===== src/rtl/gpio_pkg.sv =====
package gpio_pkg;

    localparam int BANK_BITS = 32;

    typedef enum logic [2:0] {
        REG_ENABLE = 3'd0,
        REG_WDATA  = 3'd1,
        REG_DIR    = 3'd2,
        REG_LEVEL  = 3'd3,
        REG_MASK   = 3'd4,
        REG_STATUS = 3'd5,
        REG_EDGE   = 3'd6,
        REG_NONE   = 3'd7
    } gpio_reg_e;

    typedef struct packed {
        logic enable;
        logic wdata;
        logic dir;
        logic mask;
        logic status;
        logic edgesel;
    } bank_wr_t;

    typedef struct packed {
        logic [BANK_BITS-1:0] enable;
        logic [BANK_BITS-1:0] wdata;
        logic [BANK_BITS-1:0] dir;
        logic [BANK_BITS-1:0] mask;
        logic [BANK_BITS-1:0] status;
        logic [BANK_BITS-1:0] edgesel;
        logic [BANK_BITS-1:0] level;
    } bank_view_t;

    function automatic logic [BANK_BITS-1:0] valid_mask(input int pins);
        logic [BANK_BITS-1:0] m;
        for (int i = 0; i < BANK_BITS; i++) begin
            m[i] = (i < pins);
        end
        return m;
    endfunction

endpackage


===== src/rtl/gpio_sync_edge.sv =====
module gpio_sync_edge #(
    parameter int WIDTH = 32
) (
    input  logic             clk,
    input  logic             rst,
    input  logic [WIDTH-1:0] raw,
    output logic [WIDTH-1:0] level,
    output logic [WIDTH-1:0] rise,
    output logic [WIDTH-1:0] fall
);
    logic [WIDTH-1:0] stage1;
    logic [WIDTH-1:0] stage2;
    logic [WIDTH-1:0] prev;

    always_ff @(posedge clk) begin
        if (rst) begin
            stage1 <= '0;
            stage2 <= '0;
            prev   <= '0;
        end else begin
            stage1 <= raw;
            stage2 <= stage1;
            prev   <= stage2;
        end
    end

    assign level = stage2;
    assign rise  = stage2 & ~prev;
    assign fall  = ~stage2 & prev;
endmodule


===== src/rtl/gpio_bank.sv =====
module gpio_bank
    import gpio_pkg::*;
#(
    parameter int VALID = 32
) (
    input  logic                 clk,
    input  logic                 rst,
    input  bank_wr_t             wr,
    input  logic [BANK_BITS-1:0] wdata,
    input  logic [BANK_BITS-1:0] pad,
    output bank_view_t           view,
    output logic [BANK_BITS-1:0] oe,
    output logic [BANK_BITS-1:0] out,
    output logic                 irq_req
);
    localparam logic [BANK_BITS-1:0] VMASK = valid_mask(VALID);

    logic [BANK_BITS-1:0] enable_q, wdata_q, dir_q, mask_q, status_q, edge_q;
    logic [BANK_BITS-1:0] level, rise, fall, hit;

    gpio_sync_edge #(.WIDTH(BANK_BITS)) u_sync (
        .clk   (clk),
        .rst   (rst),
        .raw   (pad),
        .level (level),
        .rise  (rise),
        .fall  (fall)
    );

    assign hit = enable_q & dir_q & VMASK & ((edge_q & rise) | (~edge_q & fall));

    always_ff @(posedge clk) begin
        if (rst) begin
            enable_q <= '0;
            wdata_q  <= '0;
            dir_q    <= '1;
            mask_q   <= '1;
            status_q <= '0;
            edge_q   <= '0;
        end else begin
            if (wr.enable)  enable_q <= wdata;
            if (wr.wdata)   wdata_q  <= wdata;
            if (wr.dir)     dir_q    <= wdata;
            if (wr.mask)    mask_q   <= wdata;
            if (wr.edgesel) edge_q   <= wdata;
            status_q <= (wr.status ? (status_q & wdata) : status_q) | hit;
        end
    end

    assign oe      = enable_q & ~dir_q & VMASK;
    assign out     = wdata_q & VMASK;
    assign irq_req = |(status_q & ~mask_q);

    always_comb begin
        view.enable  = enable_q;
        view.wdata   = wdata_q;
        view.dir     = dir_q;
        view.mask    = mask_q;
        view.status  = status_q;
        view.edgesel = edge_q;
        view.level   = level;
    end

    AST_STATUS_UPPER_ZERO: assert property (@(posedge clk) disable iff (rst)
        (status_q & ~VMASK) == '0);
    AST_SET_NEEDS_ENABLED_INPUT: assert property (@(posedge clk) disable iff (rst)
        !rst |=> ((status_q & ~$past(status_q)) & ~$past(enable_q & dir_q)) == '0);
    AST_STATUS_CLEAR_ON_ZERO: assert property (@(posedge clk) disable iff (rst)
        wr.status |=> (status_q & ~$past(wdata) & ~$past(rise | fall)) == '0);
endmodule


===== src/rtl/gpio_bank_ctrl.sv =====
module gpio_bank_ctrl
    import gpio_pkg::*;
#(
    parameter int NUM_PINS = 40,
    localparam int NUM_BANKS = (NUM_PINS + BANK_BITS - 1) / BANK_BITS,
    localparam int BANK_W = (NUM_BANKS > 1) ? $clog2(NUM_BANKS) : 1,
    localparam int ADDR_W = 3 + BANK_W
) (
    input  logic                clk,
    input  logic                rst,
    input  logic                wr_en,
    input  logic                rd_en,
    input  logic [ADDR_W-1:0]   addr,
    input  logic [31:0]         wdata,
    output logic [31:0]         rdata,
    input  logic [NUM_PINS-1:0] pad_in,
    output logic [NUM_PINS-1:0] pad_oe,
    output logic [NUM_PINS-1:0] pad_out,
    output logic                irq
);
    localparam int PAD_W = NUM_BANKS * BANK_BITS;

    gpio_reg_e         sel;
    logic [BANK_W-1:0] bank_idx;
    logic [PAD_W-1:0]  pad_wide, oe_wide, out_wide;
    logic [NUM_BANKS-1:0] irq_bank;
    bank_view_t        view [NUM_BANKS];
    logic [31:0]       rd_word;

    assign sel      = gpio_reg_e'(addr[ADDR_W-1:BANK_W]);
    assign bank_idx = addr[BANK_W-1:0];

    always_comb begin
        pad_wide = '0;
        pad_wide[NUM_PINS-1:0] = pad_in;
    end

    for (genvar b = 0; b < NUM_BANKS; b++) begin : g_bank
        localparam int VALID = (b == NUM_BANKS - 1) ? (NUM_PINS - b * BANK_BITS) : BANK_BITS;
        bank_wr_t wr_b;

        always_comb begin
            wr_b = '0;
            if (wr_en && bank_idx == BANK_W'(b)) begin
                case (sel)
                    REG_ENABLE: wr_b.enable  = 1'b1;
                    REG_WDATA:  wr_b.wdata   = 1'b1;
                    REG_DIR:    wr_b.dir     = 1'b1;
                    REG_MASK:   wr_b.mask    = 1'b1;
                    REG_STATUS: wr_b.status  = 1'b1;
                    REG_EDGE:   wr_b.edgesel = 1'b1;
                    default:    wr_b = '0;
                endcase
            end
        end

        gpio_bank #(.VALID(VALID)) u_bank (
            .clk     (clk),
            .rst     (rst),
            .wr      (wr_b),
            .wdata   (wdata),
            .pad     (pad_wide[b*BANK_BITS +: BANK_BITS]),
            .view    (view[b]),
            .oe      (oe_wide[b*BANK_BITS +: BANK_BITS]),
            .out     (out_wide[b*BANK_BITS +: BANK_BITS]),
            .irq_req (irq_bank[b])
        );
    end

    always_comb begin
        rd_word = '0;
        for (int b = 0; b < NUM_BANKS; b++) begin
            if (bank_idx == BANK_W'(b)) begin
                case (sel)
                    REG_ENABLE: rd_word = view[b].enable;
                    REG_WDATA:  rd_word = view[b].wdata;
                    REG_DIR:    rd_word = view[b].dir;
                    REG_LEVEL:  rd_word = view[b].level;
                    REG_MASK:   rd_word = view[b].mask;
                    REG_STATUS: rd_word = view[b].status;
                    REG_EDGE:   rd_word = view[b].edgesel;
                    default:    rd_word = '0;
                endcase
            end
        end
    end

    always_ff @(posedge clk) begin
        if (rst)        rdata <= '0;
        else if (rd_en) rdata <= rd_word;
    end

    assign pad_oe  = oe_wide[NUM_PINS-1:0];
    assign pad_out = out_wide[NUM_PINS-1:0];
    assign irq     = |irq_bank;

    AST_RDATA_HOLD: assert property (@(posedge clk) disable iff (rst)
        !rd_en |=> $stable(rdata));
    AST_RESET_QUIET: assert property (@(posedge clk) disable iff (rst)
        $past(rst) |-> (pad_oe == '0 && !irq));
endmodule


===== config.mk =====
export PLATFORM = sky130hd
export DESIGN_NAME = gpio_bank_ctrl
export DESIGN_NICKNAME = d
export VERILOG_FILES = /design/src/rtl/gpio_pkg.sv /design/src/rtl/gpio_sync_edge.sv /design/src/rtl/gpio_bank.sv /design/src/rtl/gpio_bank_ctrl.sv
export SDC_FILE = /design/constraint.sdc
export NUM_CORES = 1
export LEC_CHECK = 0
export ABC_AREA = 0
export BUFFER_PORTS_ARGS = -buffer_cell sky130_fd_sc_hd__buf_2
export CAP_MARGIN = 20
export CORE_MARGIN = 2
export CORE_UTILIZATION = 45
export CTS_CLUSTER_SIZE = 40
export DETAILED_ROUTE_END_ITERATION = 16
export GPL_TIMING_DRIVEN = 0
export PLACE_DENSITY = 0.64
export REMOVE_ABC_BUFFERS = 1
export SLEW_MARGIN = 20
export SYNTH_ARGS = -nofsm -noshare
export SYNTH_HDL_FRONTEND = slang
export SYNTH_SLANG_ARGS = --single-unit

===== constraint.sdc =====
create_clock -name clk -period 4.2 [get_ports clk]
set_input_delay 0.63 -clock clk [delete_from_list [all_inputs] [get_ports clk]]
set_output_delay 0.63 -clock clk [all_outputs]
set_load 0.005 [all_outputs]

==> results of run 1 <==
==> flip-flops by register name, summed over array words and instances, names as in the netlist <==
name                         count
g_bank.u_bank.mask_q            64
g_bank.u_bank.status_q          64
g_bank.u_bank.u_sync.stage1     40
rdata                           32
g_bank.u_bank.out               32
g_bank.u_bank.wdata_q           32
g_bank.u_bank.edge_q            64
g_bank.u_bank.enable_q          64
g_bank.u_bank.u_sync.prev       40
g_bank.u_bank.dir_q             64
g_bank.u_bank.u_sync.level      40
==> cell usage after synthesis, drive strengths merged, types with 4 or more instances <==
cell type    n  share of area (%)
nand2b      60                1.6
dfxtp      536                 46
o31ai        9               0.29
nor2b      166                4.5
a221o       45                1.9
o2111ai     28                1.1
o221ai       8               0.30
o2bb2ai      8               0.30
a32o        11               0.48
nor4         4               0.11
buf         72                1.8
a22oi       53                1.7
nor2        80                1.3
a21oi      242                5.2
and2         4               0.11
nor3        12               0.37
clkbuf     165                2.7
nand3       10               0.22
nand3b     129                4.2
o211a        8               0.35
a31oi        7               0.19
inv         20               0.32
mux2i       28                1.2
o211ai      42                1.4
nor3b       64                2.1
o221a        7               0.34
nand2      726                 12
a221oi      32                1.2
o21ai       50                1.1
mux2        84                4.2
a2111oi      5               0.19
==> layer usage <==
layer / vias to the layer above / wire [um] / GRT usage, %
met4: 2 / 3970 / 15.4
met3: 229 / 6810 / 5.89
met5: - / 12 / 0
met2: 981 / 36600 / 47.1
li1: 9566 / - / -
met1: 10089 / 32900 / 37.2
==> cell type report <==
type / instances / share of cell area, %
Sequential cell: 536 / 39.7
Inverter: 22 / 0.306
Tap cell: 680 / 3.15
Multi-Input combinational cell: 1950 / 42.6
Timing Repair Buffer: 243 / 7.00
Clock inverter: 17 / 0.852
Clock buffer: 84 / 6.33
==> per-stage QoR <==
stage	setup TNS (ps)	instances	setup slack (ps)	cell area [um^2]	util (%)
2_1_floorplan	0	2508	1100	22100	-
3_3_place_gp	-1892100	3380	-9030	23900	46.8
3_5_place_dp	0	3431	593	25100	49.1
4_1_cts	0	3532	735	27000	52.9
5_1_grt	0	3532	648	27000	52.9
6_report	0	3532	482	27000	52.9
==> path summary, 6_finish.rpt <==
path         slack, ps                                            end
max reg2reg       2610                         rdata[25]$_SDFFE_PP0P_
max                480                                            irq
min reg2reg        430   g_bank[0].u_bank.u_sync.level[19]$_SDFF_PP0_
min                200  g_bank[0].u_bank.u_sync.stage1[28]$_SDFF_PP0_
==> cell usage in the layout (no fill, tap or decap), types with 9 or more instances in the layout <==
| cell | synthesis | final |
|---|---|---|
| o2111ai_1 | 28 | 28 |
| mux2_2 | 74 | 74 |
| inv_1 | 19 | 17 |
| nor2_1 | 78 | 74 |
| a32o_1 | 11 | 11 |
| buf_4 | 20 | 11 |
| o211ai_1 | 42 | 42 |
| clkbuf_16 | 0 | 58 |
| nand3b_1 | 129 | 129 |
| clkbuf_8 | 0 | 16 |
| a22oi_1 | 53 | 53 |
| a21oi_1 | 242 | 242 |
| o21ai_0 | 50 | 50 |
| a221o_1 | 45 | 45 |
| buf_16 | 0 | 16 |
| mux2i_1 | 28 | 28 |
| a221oi_1 | 32 | 32 |
| clkinv_2 | 0 | 9 |
| nor2b_1 | 166 | 163 |
| buf_6 | 3 | 12 |
| buf_2 | 45 | 187 |
| nor3b_1 | 62 | 61 |
| buf_8 | 0 | 9 |
| nand2b_1 | 60 | 60 |
| clkbuf_1 | 165 | 10 |
| mux2_4 | 10 | 10 |
| dfxtp_1 | 536 | 536 |
| nand2_1 | 726 | 721 |
==> logic make-up (layout without fill, tap and decap cells) <==
kind of cell	Yosys count	after routing	synth area share, %
and+or+nand+nor	1266	1266	26.6
AOI/OAI and AO/OA	571	571	16.6
DFF	536	536	46.3
buffers and inverters	259	366	4.86
muxes	113	113	5.55
==> power groups by stage <==
stage | clock, mW | sequential [mW] | combinational [mW]
floorplan | 0 | 5.37 | 0.385
global placement | 0 | 5.39 | 0.836
detailed placement | 0 | 5.39 | 0.884
CTS | 5.27 | 5.28 | 0.887
global route | 5.48 | 5.29 | 0.953
finish | 5.22 | 5.28 | 0.903
==> reports/metrics.cfg, run 1 <==
[critical_path]
timing.rr.start=g_bank[0].u_bank.status_q[25]$_SDFF_PP0_
cpPeakStageDelay_ps=800
cp-start-kind=flop
path_class=flop to output port
reg2reg_depth=4
worstPathMaxFanout=3
startpoint=g_bank[0].u_bank.mask_q[1]$_SDFFE_PP1P_
crit_slowest_cell=nor4_1
crit_path_end_kind=output port
path_cells=nand2b_1, o2111ai_1, nor4_1, nand4_1, buf_2
arrival_ps=3090
critPathTopFamily=simple AND/OR/NAND/NOR gates
path_depth=5
cp_num_buf_inv=1
required_ps=3570

[clocking]
h-tree-depth=2
path_clk_slew_ps=60
cts_hold_buffers=0
cts_root_buf=clkbuf_16
cts_tree=yes
clkLatencyLatePin_ps=630
cts_buffers=56
cts_sinks=536
cts_setup_buffers=0
clk_path_buf_depth=3
cts_resized=0

[synthesis]
ys_seq_area_share_pct=46.3
yosys.cell_types.count=59
async_flop_share_pct=0
syn-instance-count=2745
synth_edf_count=0
synthesis.area_um2=23200
ys_ff_latch=536
synth_area_per_cell_um2=8.44
yosysWarnings=0
ys.flop_type=dfxtp_1

[route]
drcViolationCount=0
vias=20867
drtIter0Drc=2130
ant_nets=0
routed_wl_mm=80.4
dr.pass1.iters=8
routedWlPerCell_um=22.7
drt-vias-per-instance=5.91

[floorplan]
start_util_pct=45.3
die_h_um=231
core_area_um2=51100
io_pins=193
die_area_um2=53300
row_count=83
die_width_um=231

[timing]
fin_skew_ps=17.2
finalSetupViolations=0
grt_setup_unrepaired=no
final_hold_viol_count=0
worst_pin_slew_ps=1100
hold_slack_ps=199
drv_slew=0
max_freq_mhz=269
relSlewSlack_pct=26.8
fin_crit_ps=3720
finalCritPeriodShare_pct=88.5

[global_routing]
antenna_found_initial=1
grt_first_pass_wirelength_mm=121
grt_max_degree=141
grt_use_total_pct=29.3
grt_pass1_vias=20228
overflow=0

[layout]
fillers=4774
antenna_cells=0
drive_above_1_share_pct=16.3
area_growth_pct=16.6
multi_input_area_um2=11500
nets=2889
seqCellArea_um2=10700

[power]
p_comb_share_pct=7.9
p_seq_share_pct=46.3
leakage_nw=10.4
p_int_mw=8.65
p_clk_share_pct=45.8
swShare_pct=24.2
p_total_mw=11.4
power.switching_mw=2.76
vdd_drop_max_mv=0.287
power_density_nw_per_um2=422

[run]
cap_violations=0

[worst_hold_path]
holdPathStages=2
min-delay-start=pad_in[28]
hp-class=primary input to flop

[place]
hpwl_mm=51.0
io_buffers=192
place_congestion=0.827

[status]
status=completed

Power figures use the tool's default switching activity.
==> inputs of run 2 (changes only) <==
- CORE_MARGIN: 2 -> 4
- CORE_UTILIZATION: 45 -> 50
- PLACE_DENSITY: 0.64 -> 0.7
==> reports/metrics.cfg, run 2 (synthesized netlist as in run 1, its figures left out) <==
[route]
routedWlPerCell_um=22.8
drtIter0Drc=2622
vias=21128
routed_wl_mm=78.7
drcViolationCount=0
ant_nets=0
dr.pass1.iters=6
drt-vias-per-instance=6.13

[clocking]
cts_sinks=536
cts_root_buf=clkbuf_16
clkLatencyLatePin_ps=620
h-tree-depth=2
path_clk_slew_ps=60
cts_resized=0
clk_path_buf_depth=3
cts_tree=yes
cts_buffers=56
cts_hold_buffers=0
cts_setup_buffers=0

[critical_path]
crit_slowest_cell=nor4_1
arrival_ps=2950
cpPeakStageDelay_ps=740
startpoint=g_bank[0].u_bank.mask_q[1]$_SDFFE_PP1P_
required_ps=3570
reg2reg_depth=4
ff2ff_setup_slack_ps=2620
r2r-end=rdata[24]$_SDFFE_PP0P_
path_class=flop to output port
timing.rr.start=g_bank[0].u_bank.mask_q[24]$_SDFFE_PP1P_
path_cells=nand2b_1, o2111ai_1, nor4_1, nand4_1, buf_2
worstPathMaxFanout=3
cp-start-kind=flop
crit_path_end_kind=output port

[power]
p_total_mw=11.0
leakage_nw=10.4
vdd_drop_max_mv=0.311
power_density_nw_per_um2=412

[global_routing]
grt_pass1_vias=20234
grt_max_degree=132
overflow=0
grt_first_pass_wirelength_mm=119
grt_use_total_pct=30.2
antenna_found_initial=2

[timing]
max_freq_mhz=280
finalSetupViolations=0
final_hold_viol_count=0
grt_setup_unrepaired=no
hold_slack_ps=219
relSlewSlack_pct=27.7
fin_ws_ps=624
worst_pin_slew_ps=1080
drv_slew=0
fin_skew_ps=22.7
fin_crit_ps=3580
finalCritPeriodShare_pct=85.1

[floorplan]
start_util_pct=50.8
io_pins=193
die_width_um=223
die_area_um2=49800
core_area_um2=45600
row_count=78
die_h_um=223

[layout]
drive_above_1_share_pct=16.2
fillers=3932
antenna_cells=0
final_common_cell=nand2_1
fin_area_um2=26800
area_growth_pct=15.7
final_cells=3448
layout_common_cells=nand2_1, dfxtp_1, a21oi_1, buf_2, nor2b_1
nets=2890

[place]
io_buffers=192
place_ws_ps=399
placed_area_um2=25000
place_congestion=0.831
dp_cells=3352
hpwl_mm=50.6

[status]
status=completed

[worst_hold_path]
holdPathStages=2
holdPathEnd=g_bank[0].u_bank.u_sync.stage1[6]$_SDFF_PP0_
hp-class=primary input to flop
min-delay-start=pad_in[6]

[run]
cap_violations=0

## run 2: area by class of cell
| type | instances | area [um^2] | area share, % |
|---|---|---|---|
| well taps | 600 | 751 | 2.80 |
| inverters | 22 | 82.6 | 0.308 |
| clock buffers | 87 | 1730 | 6.45 |
| clock inverters | 9 | 63.8 | 0.238 |
| repair buffers | 244 | 1940 | 7.23 |
| multi-input cells | 1950 | 11500 | 42.9 |
| flip-flops and latches | 536 | 10700 | 40.1 |
## run 2: stage by stage
step / setup TNS [ps] / util [%]
3_3_place_gp: -1854560 / 52.3
5_1_grt: 0 / 58.8
6_report: 0 / 58.8
3_5_place_dp: 0 / 54.8
4_1_cts: 0 / 58.8
2_1_floorplan: 0 / -
## run 2: worst max path at each step
stage | cells after the start | slack, ps | to
floorplan | 4 | 1100 | g_bank[1].u_bank.wdata_q[0]$_SDFFE_PP0P_
global placement | 5 | -8740 | rdata[30]$_SDFFE_PP0P_
detailed placement | 7 | 400 | g_bank[1].u_bank.status_q[1]$_SDFF_PP0_
CTS | 5 | 810 | irq
global route | 5 | 690 | irq
finish | 5 | 620 | irq
## run 2: critical path: cells and delay by family (launching register included)
family	cells	cell delay, ps
flops	1	340
buf+inv	1	250
compound gates	1	330
simple gates	3	1410
## run 2: power by group
group | switching (mW) | internal, mW
clock | 2.05 | 2.80
combinational | 0.551 | 0.344
sequential | 0.0811 | 5.20
## run 2: metal layers
layer  vias up  track usage, %  wire (um)
met5         -               0         21
met4         4            12.2       3190
met3       233            5.62       7910
met2      1186            49.7      36900
met1     10128            39.4      30700
li1       9577               -          -
